File: config.mk
export PLATFORM = sky130hd
export DESIGN_NAME = smute_ctrl
export DESIGN_NICKNAME = d
export VERILOG_FILES = /design/src/rtl/smute_pkg.sv /design/src/rtl/smute_req_sync.sv /design/src/rtl/smute_ramp.sv /design/src/rtl/smute_gain.sv /design/src/rtl/smute_ctrl.sv
export SDC_FILE = /design/constraint.sdc
export NUM_CORES = 1
export LEC_CHECK = 0
export BUFFER_PORTS_ARGS = -buffer_cell sky130_fd_sc_hd__buf_2
export CAP_MARGIN = 15
export CORE_UTILIZATION = 25
export CTS_BUF_LIST = sky130_fd_sc_hd__clkbuf_4 sky130_fd_sc_hd__clkbuf_8 sky130_fd_sc_hd__clkbuf_16
export CTS_CLUSTER_DIAMETER = 60
export DETAILED_ROUTE_END_ITERATION = 10
export PLACE_DENSITY = 0.37
export SKIP_CTS_REPAIR_TIMING = 1
export SLEW_MARGIN = 10
export SYNTH_ARGS = -nofsm -noshare
export SYNTH_HDL_FRONTEND = slang
export SYNTH_SLANG_ARGS = --single-unit
File: constraint.sdc
create_clock -name clk -period 8.2 [get_ports clk]
set_clock_uncertainty 0.15 [all_clocks]
set_input_delay 0.41 -clock clk [delete_from_list [all_inputs] [get_ports clk]]
set_output_delay 0.41 -clock clk [all_outputs]
set_load 0.01 [all_outputs]
File: src/rtl/smute_pkg.sv
`timescale 1ns/1ps
package smute_pkg;

    typedef enum logic {
        SLOPE_FAST = 1'b0,
        SLOPE_SLOW = 1'b1
    } slope_e;

    typedef enum logic [1:0] {
        DIR_HOLD = 2'd0,
        DIR_DOWN = 2'd1,
        DIR_UP   = 2'd2
    } dir_e;

    localparam int GAIN_FRAC = 8;
    localparam int MANT_W    = GAIN_FRAC + 1;

    // Gain of one quarter of a 6 dB octave: round(256 * 2^(-j/4))
    function automatic logic [MANT_W-1:0] frac_gain(input logic [1:0] j);
        case (j)
            2'd0:    return MANT_W'(256);
            2'd1:    return MANT_W'(215);
            2'd2:    return MANT_W'(181);
            default: return MANT_W'(152);
        endcase
    endfunction

    // Clock cycles per attenuation step, never below one
    function automatic int step_div(input int tpu, input int time_us, input int steps);
        int d;
        d = (tpu * time_us) / steps;
        return (d < 1) ? 1 : d;
    endfunction

endpackage

File: src/rtl/smute_req_sync.sv
`timescale 1ns/1ps
module smute_req_sync #(
    parameter int SYNC_STAGES = 2
) (
    input  logic clk,
    input  logic rst,
    input  logic reg_req,
    input  logic pin_n,
    output logic req_o
);
    logic [SYNC_STAGES-1:0] pin_sync;

    always_ff @(posedge clk) begin
        if (rst) begin
            pin_sync <= '1;
            req_o    <= 1'b0;
        end else begin
            pin_sync <= {pin_sync[SYNC_STAGES-2:0], pin_n};
            req_o    <= reg_req | ~pin_sync[SYNC_STAGES-1];
        end
    end


    reg_req_latency_chk: assert property (@(posedge clk) disable iff (rst)
        reg_req |=> req_o);

endmodule

File: src/rtl/smute_ramp.sv
`timescale 1ns/1ps
module smute_ramp
    import smute_pkg::*;
#(
    parameter int FLOOR_CODE = 40,
    parameter int FAST_DIV   = 4,
    parameter int SLOW_DIV   = 140,
    parameter int ATT_W      = 6,
    parameter int CNT_W      = 8
) (
    input  logic             clk,
    input  logic             rst,
    input  logic             req_i,
    input  logic             slow_i,
    output logic [ATT_W-1:0] att_o
);
    localparam logic [ATT_W-1:0] FLOOR_C = ATT_W'(FLOOR_CODE);
    localparam logic [CNT_W-1:0] FAST_M1 = CNT_W'(FAST_DIV - 1);
    localparam logic [CNT_W-1:0] SLOW_M1 = CNT_W'(SLOW_DIV - 1);

    slope_e           slope_q;
    logic [CNT_W-1:0] cnt_q;
    logic [ATT_W-1:0] att_q;
    logic [CNT_W-1:0] div_m1;
    dir_e             dir;
    logic             step;

    always_comb begin
        if (req_i && (att_q != FLOOR_C))
            dir = DIR_DOWN;
        else if (!req_i && (att_q != '0))
            dir = DIR_UP;
        else
            dir = DIR_HOLD;
        div_m1 = (slope_q == SLOPE_SLOW) ? SLOW_M1 : FAST_M1;
        step   = (dir != DIR_HOLD) && (cnt_q == div_m1);
    end

    always_ff @(posedge clk) begin
        if (rst) begin
            att_q   <= '0;
            cnt_q   <= '0;
            slope_q <= SLOPE_FAST;
        end else if (dir == DIR_HOLD) begin
            cnt_q   <= '0;
            slope_q <= slope_e'(slow_i);
        end else if (step) begin
            cnt_q   <= '0;
            slope_q <= slope_e'(slow_i);
            att_q   <= (dir == DIR_DOWN) ? att_q + ATT_W'(1) : att_q - ATT_W'(1);
        end else begin
            cnt_q <= cnt_q + CNT_W'(1);
        end
    end

    assign att_o = att_q;


    hold_floor_chk: assert property (@(posedge clk) disable iff (rst)
        (req_i && att_q == FLOOR_C) |=> (att_q == FLOOR_C));


    idle_unity_chk: assert property (@(posedge clk) disable iff (rst)
        (!req_i && att_q == '0) |=> (att_q == '0));


    unit_step_chk: assert property (@(posedge clk) disable iff (rst)
        !$stable(att_q) |-> ((att_q == $past(att_q) + ATT_W'(1)) ||
                             ($past(att_q) == att_q + ATT_W'(1))));


    step_boundary_chk: assert property (@(posedge clk) disable iff (rst)
        !$stable(att_q) |-> ($past(cnt_q) == $past(div_m1)));

endmodule

File: src/rtl/smute_gain.sv
`timescale 1ns/1ps
module smute_gain
    import smute_pkg::*;
#(
    parameter int SMP_W      = 16,
    parameter int ATT_W      = 6,
    parameter int FLOOR_CODE = 40
) (
    input  logic                    clk,
    input  logic                    rst,
    input  logic [ATT_W-1:0]        att_i,
    input  logic signed [SMP_W-1:0] smp_i,
    output logic signed [SMP_W-1:0] smp_o
);
    localparam int               PW      = SMP_W + MANT_W + 1;
    localparam logic [ATT_W-1:0] FLOOR_C = ATT_W'(FLOOR_CODE);

    logic signed [MANT_W:0] mant_s;
    logic signed [PW-1:0]   prod;
    logic signed [PW-1:0]   scaled;
    logic [5:0]             shamt;
    logic                   floor_hit;

    always_comb begin
        mant_s    = {1'b0, frac_gain(att_i[1:0])};
        prod      = PW'(smp_i) * PW'(mant_s);
        shamt     = 6'(GAIN_FRAC) + 6'(att_i[ATT_W-1:2]);
        scaled    = prod >>> shamt;
        floor_hit = (att_i >= FLOOR_C);
    end

    always_ff @(posedge clk) begin
        if (rst)
            smp_o <= '0;
        else
            smp_o <= floor_hit ? '0 : scaled[SMP_W-1:0];
    end


    floor_zero_chk: assert property (@(posedge clk) disable iff (rst)
        (att_i == FLOOR_C) |=> (smp_o == '0));


    unity_pass_chk: assert property (@(posedge clk) disable iff (rst)
        (att_i == '0) |=> (smp_o == $past(smp_i)));

endmodule

File: src/rtl/smute_ctrl.sv
`timescale 1ns/1ps
module smute_ctrl
    import smute_pkg::*;
#(
    parameter int SMP_W         = 16,
    parameter int TICKS_PER_US  = 200,
    parameter int FAST_US       = 1000,
    parameter int SLOW_US       = 35000,
    parameter int STEPS_TO_20DB = 13,
    parameter int FLOOR_CODE    = 40,
    parameter int SYNC_STAGES   = 2
) (
    input  logic                    clk,
    input  logic                    rst,
    input  logic                    mute_req_bit,
    input  logic                    slow_slope_sel,
    input  logic                    mute_pin_n,
    input  logic signed [SMP_W-1:0] smp_in,
    output logic signed [SMP_W-1:0] smp_out,
    output logic [$clog2(FLOOR_CODE+1)-1:0] att_code,
    output logic                    mute_active
);
    localparam int FAST_DIV = step_div(TICKS_PER_US, FAST_US, STEPS_TO_20DB);
    localparam int SLOW_DIV = step_div(TICKS_PER_US, SLOW_US, STEPS_TO_20DB);
    localparam int ATT_W    = $clog2(FLOOR_CODE + 1);
    localparam int CNT_W    = $clog2(SLOW_DIV + 1);

    logic req_q;

    smute_req_sync #(
        .SYNC_STAGES(SYNC_STAGES)
    ) u_req (
        .clk    (clk),
        .rst    (rst),
        .reg_req(mute_req_bit),
        .pin_n  (mute_pin_n),
        .req_o  (req_q)
    );

    smute_ramp #(
        .FLOOR_CODE(FLOOR_CODE),
        .FAST_DIV  (FAST_DIV),
        .SLOW_DIV  (SLOW_DIV),
        .ATT_W     (ATT_W),
        .CNT_W     (CNT_W)
    ) u_ramp (
        .clk   (clk),
        .rst   (rst),
        .req_i (req_q),
        .slow_i(slow_slope_sel),
        .att_o (att_code)
    );

    smute_gain #(
        .SMP_W     (SMP_W),
        .ATT_W     (ATT_W),
        .FLOOR_CODE(FLOOR_CODE)
    ) u_gain (
        .clk  (clk),
        .rst  (rst),
        .att_i(att_code),
        .smp_i(smp_in),
        .smp_o(smp_out)
    );

    assign mute_active = req_q | (att_code != '0);


    status_release_chk: assert property (@(posedge clk) disable iff (rst)
        (!req_q && mute_active) |-> (att_code != '0));

endmodule

==> flow_summary_export.csv <==
group,metric,value,unit
worst_setup_path,end_kind,"flip-flop",
global_route,antenna_found_initial,0,
clocking,tritoncts.num_buffers,5,
yosys,synth_top_area_share,30.8,%
routing,post-route-drc-count,0,
die,die-height,181,um
placement,port_buffers,43,
routing,first_pass_iters,7,
timing,setup_tns,0,ns
final_layout,nNetsFinal,1161,
worst_setup_path,cp.arrival,7.53,ns
yosys,synthFlopType,"dfxtp_1",
yosys,ys_ff_latch,46,
min_path,min_path_cells,2,
final_layout,final_layout_size_suffix_gt1_share,8.52,%
clocking,clk_latency,0.29,ns
routing,drt-vias-per-instance,4.55,
status,status,"finished, final reports clean",
timing,fmax,0.133,GHz
die,initial_core_util,25.4,%
global_route,grt_pass1_wl,35200,um
global_route,gr-usage-all-layers,13.4,%
clocking,root_buffer,"clkbuf_16",
worst_setup_path,crit_fanout,16,
worst_setup_path,ff2ff_path_depth,21,
yosys,ys_types,76,
global_route,overflow,0,
yosys,yosysTopAreaCell,"fa_1",
yosys,syn_nets,1134,
power,p_leak,0.00399,uW
min_path,hold_path.class,"input port to flip-flop",
worst_setup_path,crit_path_start_kind,"flip-flop",
timing,finalMaxSlewViolations,0,
routing,drtIter0Drc,325,
timing,setup_violations,0,
yosys,synth_area,0.00801,sq mm
yosys,synth_edf_count,0,
die,core_area,0.0316,sq mm
timing,hold_viol,0,
die,die_w,181,um
worst_setup_path,worstSetupPathType,"flip-flop to flip-flop",
final_layout,syn_to_final_growth,9.28,%
die,boundaryPins,44,
yosys,ys_async_sr_fraction,0,%
placement,dp.cells,1345,
clocking,cts_tree,"done",
die,fp.dieArea,0.0328,sq mm
global_route,grt_max_degree,31,
final_layout,final_cell_mix,"inv_1, fa_1, nand2_1, ha_1, nor2_1",
global_route,grt_pass1_vias,6675,
routing,num_vias,6150,
worst_setup_path,worst_ep_required_time,8.18,ns
yosys,avgSynthCellArea,8.68,sq um
placement,gp_congestion,0.787,
routing,routedWlPerCell,15.1,um
power,powerDensity,66.2,mW/mm^2
final_layout,instances_no_fill,1353,
yosys,yosys_warnings,0,
die,rows,65,
timing,fin_crit,7.55,ns
yosys,synth.area.top_cells,"fa_1, dfxtp_1, ha_1",
yosys,synth-seq-area-share,11.5,%
flow_run,drv_cap,0,
power,ir_drop,0.0755,mV
placement,dp.final_hpwl,17700,um
final_layout,fillers,3453,
routing,antenna_left,0,
timing,post-route-period-util,92.0,%
final_layout,final_common_cell,"inv_1",
clocking,clkSinkCount,46,
yosys,postSynthCellCount,923,
timing,tightest_slew,0.856,ns
timing,slew_headroom,42.9,%
clocking,htree_levels,2,
clocking,clock_path_buffers,2,
final_layout,antennaDiodeCount,0,
timing,rsz0062_at_grt,"false",
clocking,clkTransAtPathRegs,0.06,ns
routing,wl,20500,um
[routing by layer]
layer,share of wire (%),up-vias,GRT usage (%)
met1,46,3043,17.7
met4,0.64,0,1.32
met3,1.5,12,1.09
met5,0,-,0
met2,51,60,24.4
li1,-,3035,-
[worst max-delay path: stages (launching register included)]
cell and delay, ns:
dfxtp_1 0.52, inv_1 0.14, ha_1 0.63, nand2_1 0.19
fa_1 0.70, fa_1 0.72, inv_1 0.10, fa_1 0.54
inv_1 0.05, fa_1 0.47, fa_1 0.51, inv_1 0.04
ha_1 0.45, nand2_1 0.11, nor2_1 0.19, nand2_1 0.09
nor4b_1 0.52, o41ai_1 0.13, nor3b_1 0.62, a21oi_1 0.10
a221oi_1 0.33, a21oi_1 0.07
[metrics by stage]
stage / hold WS, ns / setup slack [ns] / power [uW] / util (%) / instance area (sq um)
6_report: 0.149 / 0.654 / 579 / 27.7 / 8750
5_1_grt: 0.150 / 0.176 / 616 / 27.7 / 8750
3_3_place_gp: 0.242 / 0.763 / 353 / 27.2 / 8580
4_1_cts: 0.141 / 0.656 / 594 / 27.7 / 8750
2_1_floorplan: 0.239 / 1.40 / 316 / - / 8010
3_5_place_dp: 0.245 / 0.676 / 352 / 27.2 / 8580
[sequential cells by signal, indices dropped and copies added (netlist names)]
| signal | flops |
|---|---|
| u_ramp.att_o | 6 |
| u_req.pin_sync | 2 |
| u_ramp.slope_q | 1 |
| u_req.req_o | 1 |
| u_gain.smp_o | 16 |
| u_ramp.cnt_q | 20 |
[cells in the mapped netlist, types with 11 or more instances]
master	instances
mux2i_1	13
a21oi_1	41
nand3_1	19
nor2b_1	14
xnor2_1	26
ha_1	67
nand2_1	94
and2_1	32
dfxtp_1	46
o21ai_0	22
inv_1	171
nand4_1	11
nor2_1	65
clkbuf_1	14
fa_1	123
xor2_1	19
[where the power goes]
group | internal (uW) | switching (uW) | leakage [uW]
sequential | 229 | 2.42 | 0.000376
clock | 151 | 84.0 | 0.0000850
combinational | 44.7 | 67.9 | 0.00353
[path summary, 6_finish.rpt]
kind,start,to,slack [ns]
worst max-delay path,u_ramp.att_o[0],u_gain.smp_o[11],0.65
worst min register to register,u_req.pin_sync[1],u_req.req_o,0.26
worst max register to register,u_ramp.att_o[0],u_gain.smp_o[11],0.65
worst min-delay path,mute_pin_n,u_req.pin_sync[0],0.15
[kinds of logic (layout without fill, tap and decap cells)]
logic type / count (synthesis) / in the layout / share of synthesized area (%)
AND/OR/NAND/NOR: 282 / 282 / 17.0
buffers and inverters: 203 / 231 / 10.6
adder cells (fa/ha/maj): 190 / 190 / 41.2
AO/OA/AOI/OAI: 139 / 139 / 11.9
XOR/XNOR: 46 / 46 / 5.13
flip-flops: 46 / 46 / 11.5
multiplexers: 17 / 17 / 2.61
[final cells by class]
type                    instances  area (sq um)  share of cell area [%]
clock buffers                   7           140                    1.60
clock inverters                 1          30.0                   0.343
inverters                     173           649                    7.42
multi-input cells             674          6240                    71.3
flip-flops and latches         46           921                    10.5
well taps                     402           503                    5.75
repair buffers                 50           268                    3.06
Power figures use the tool's default switching activity.
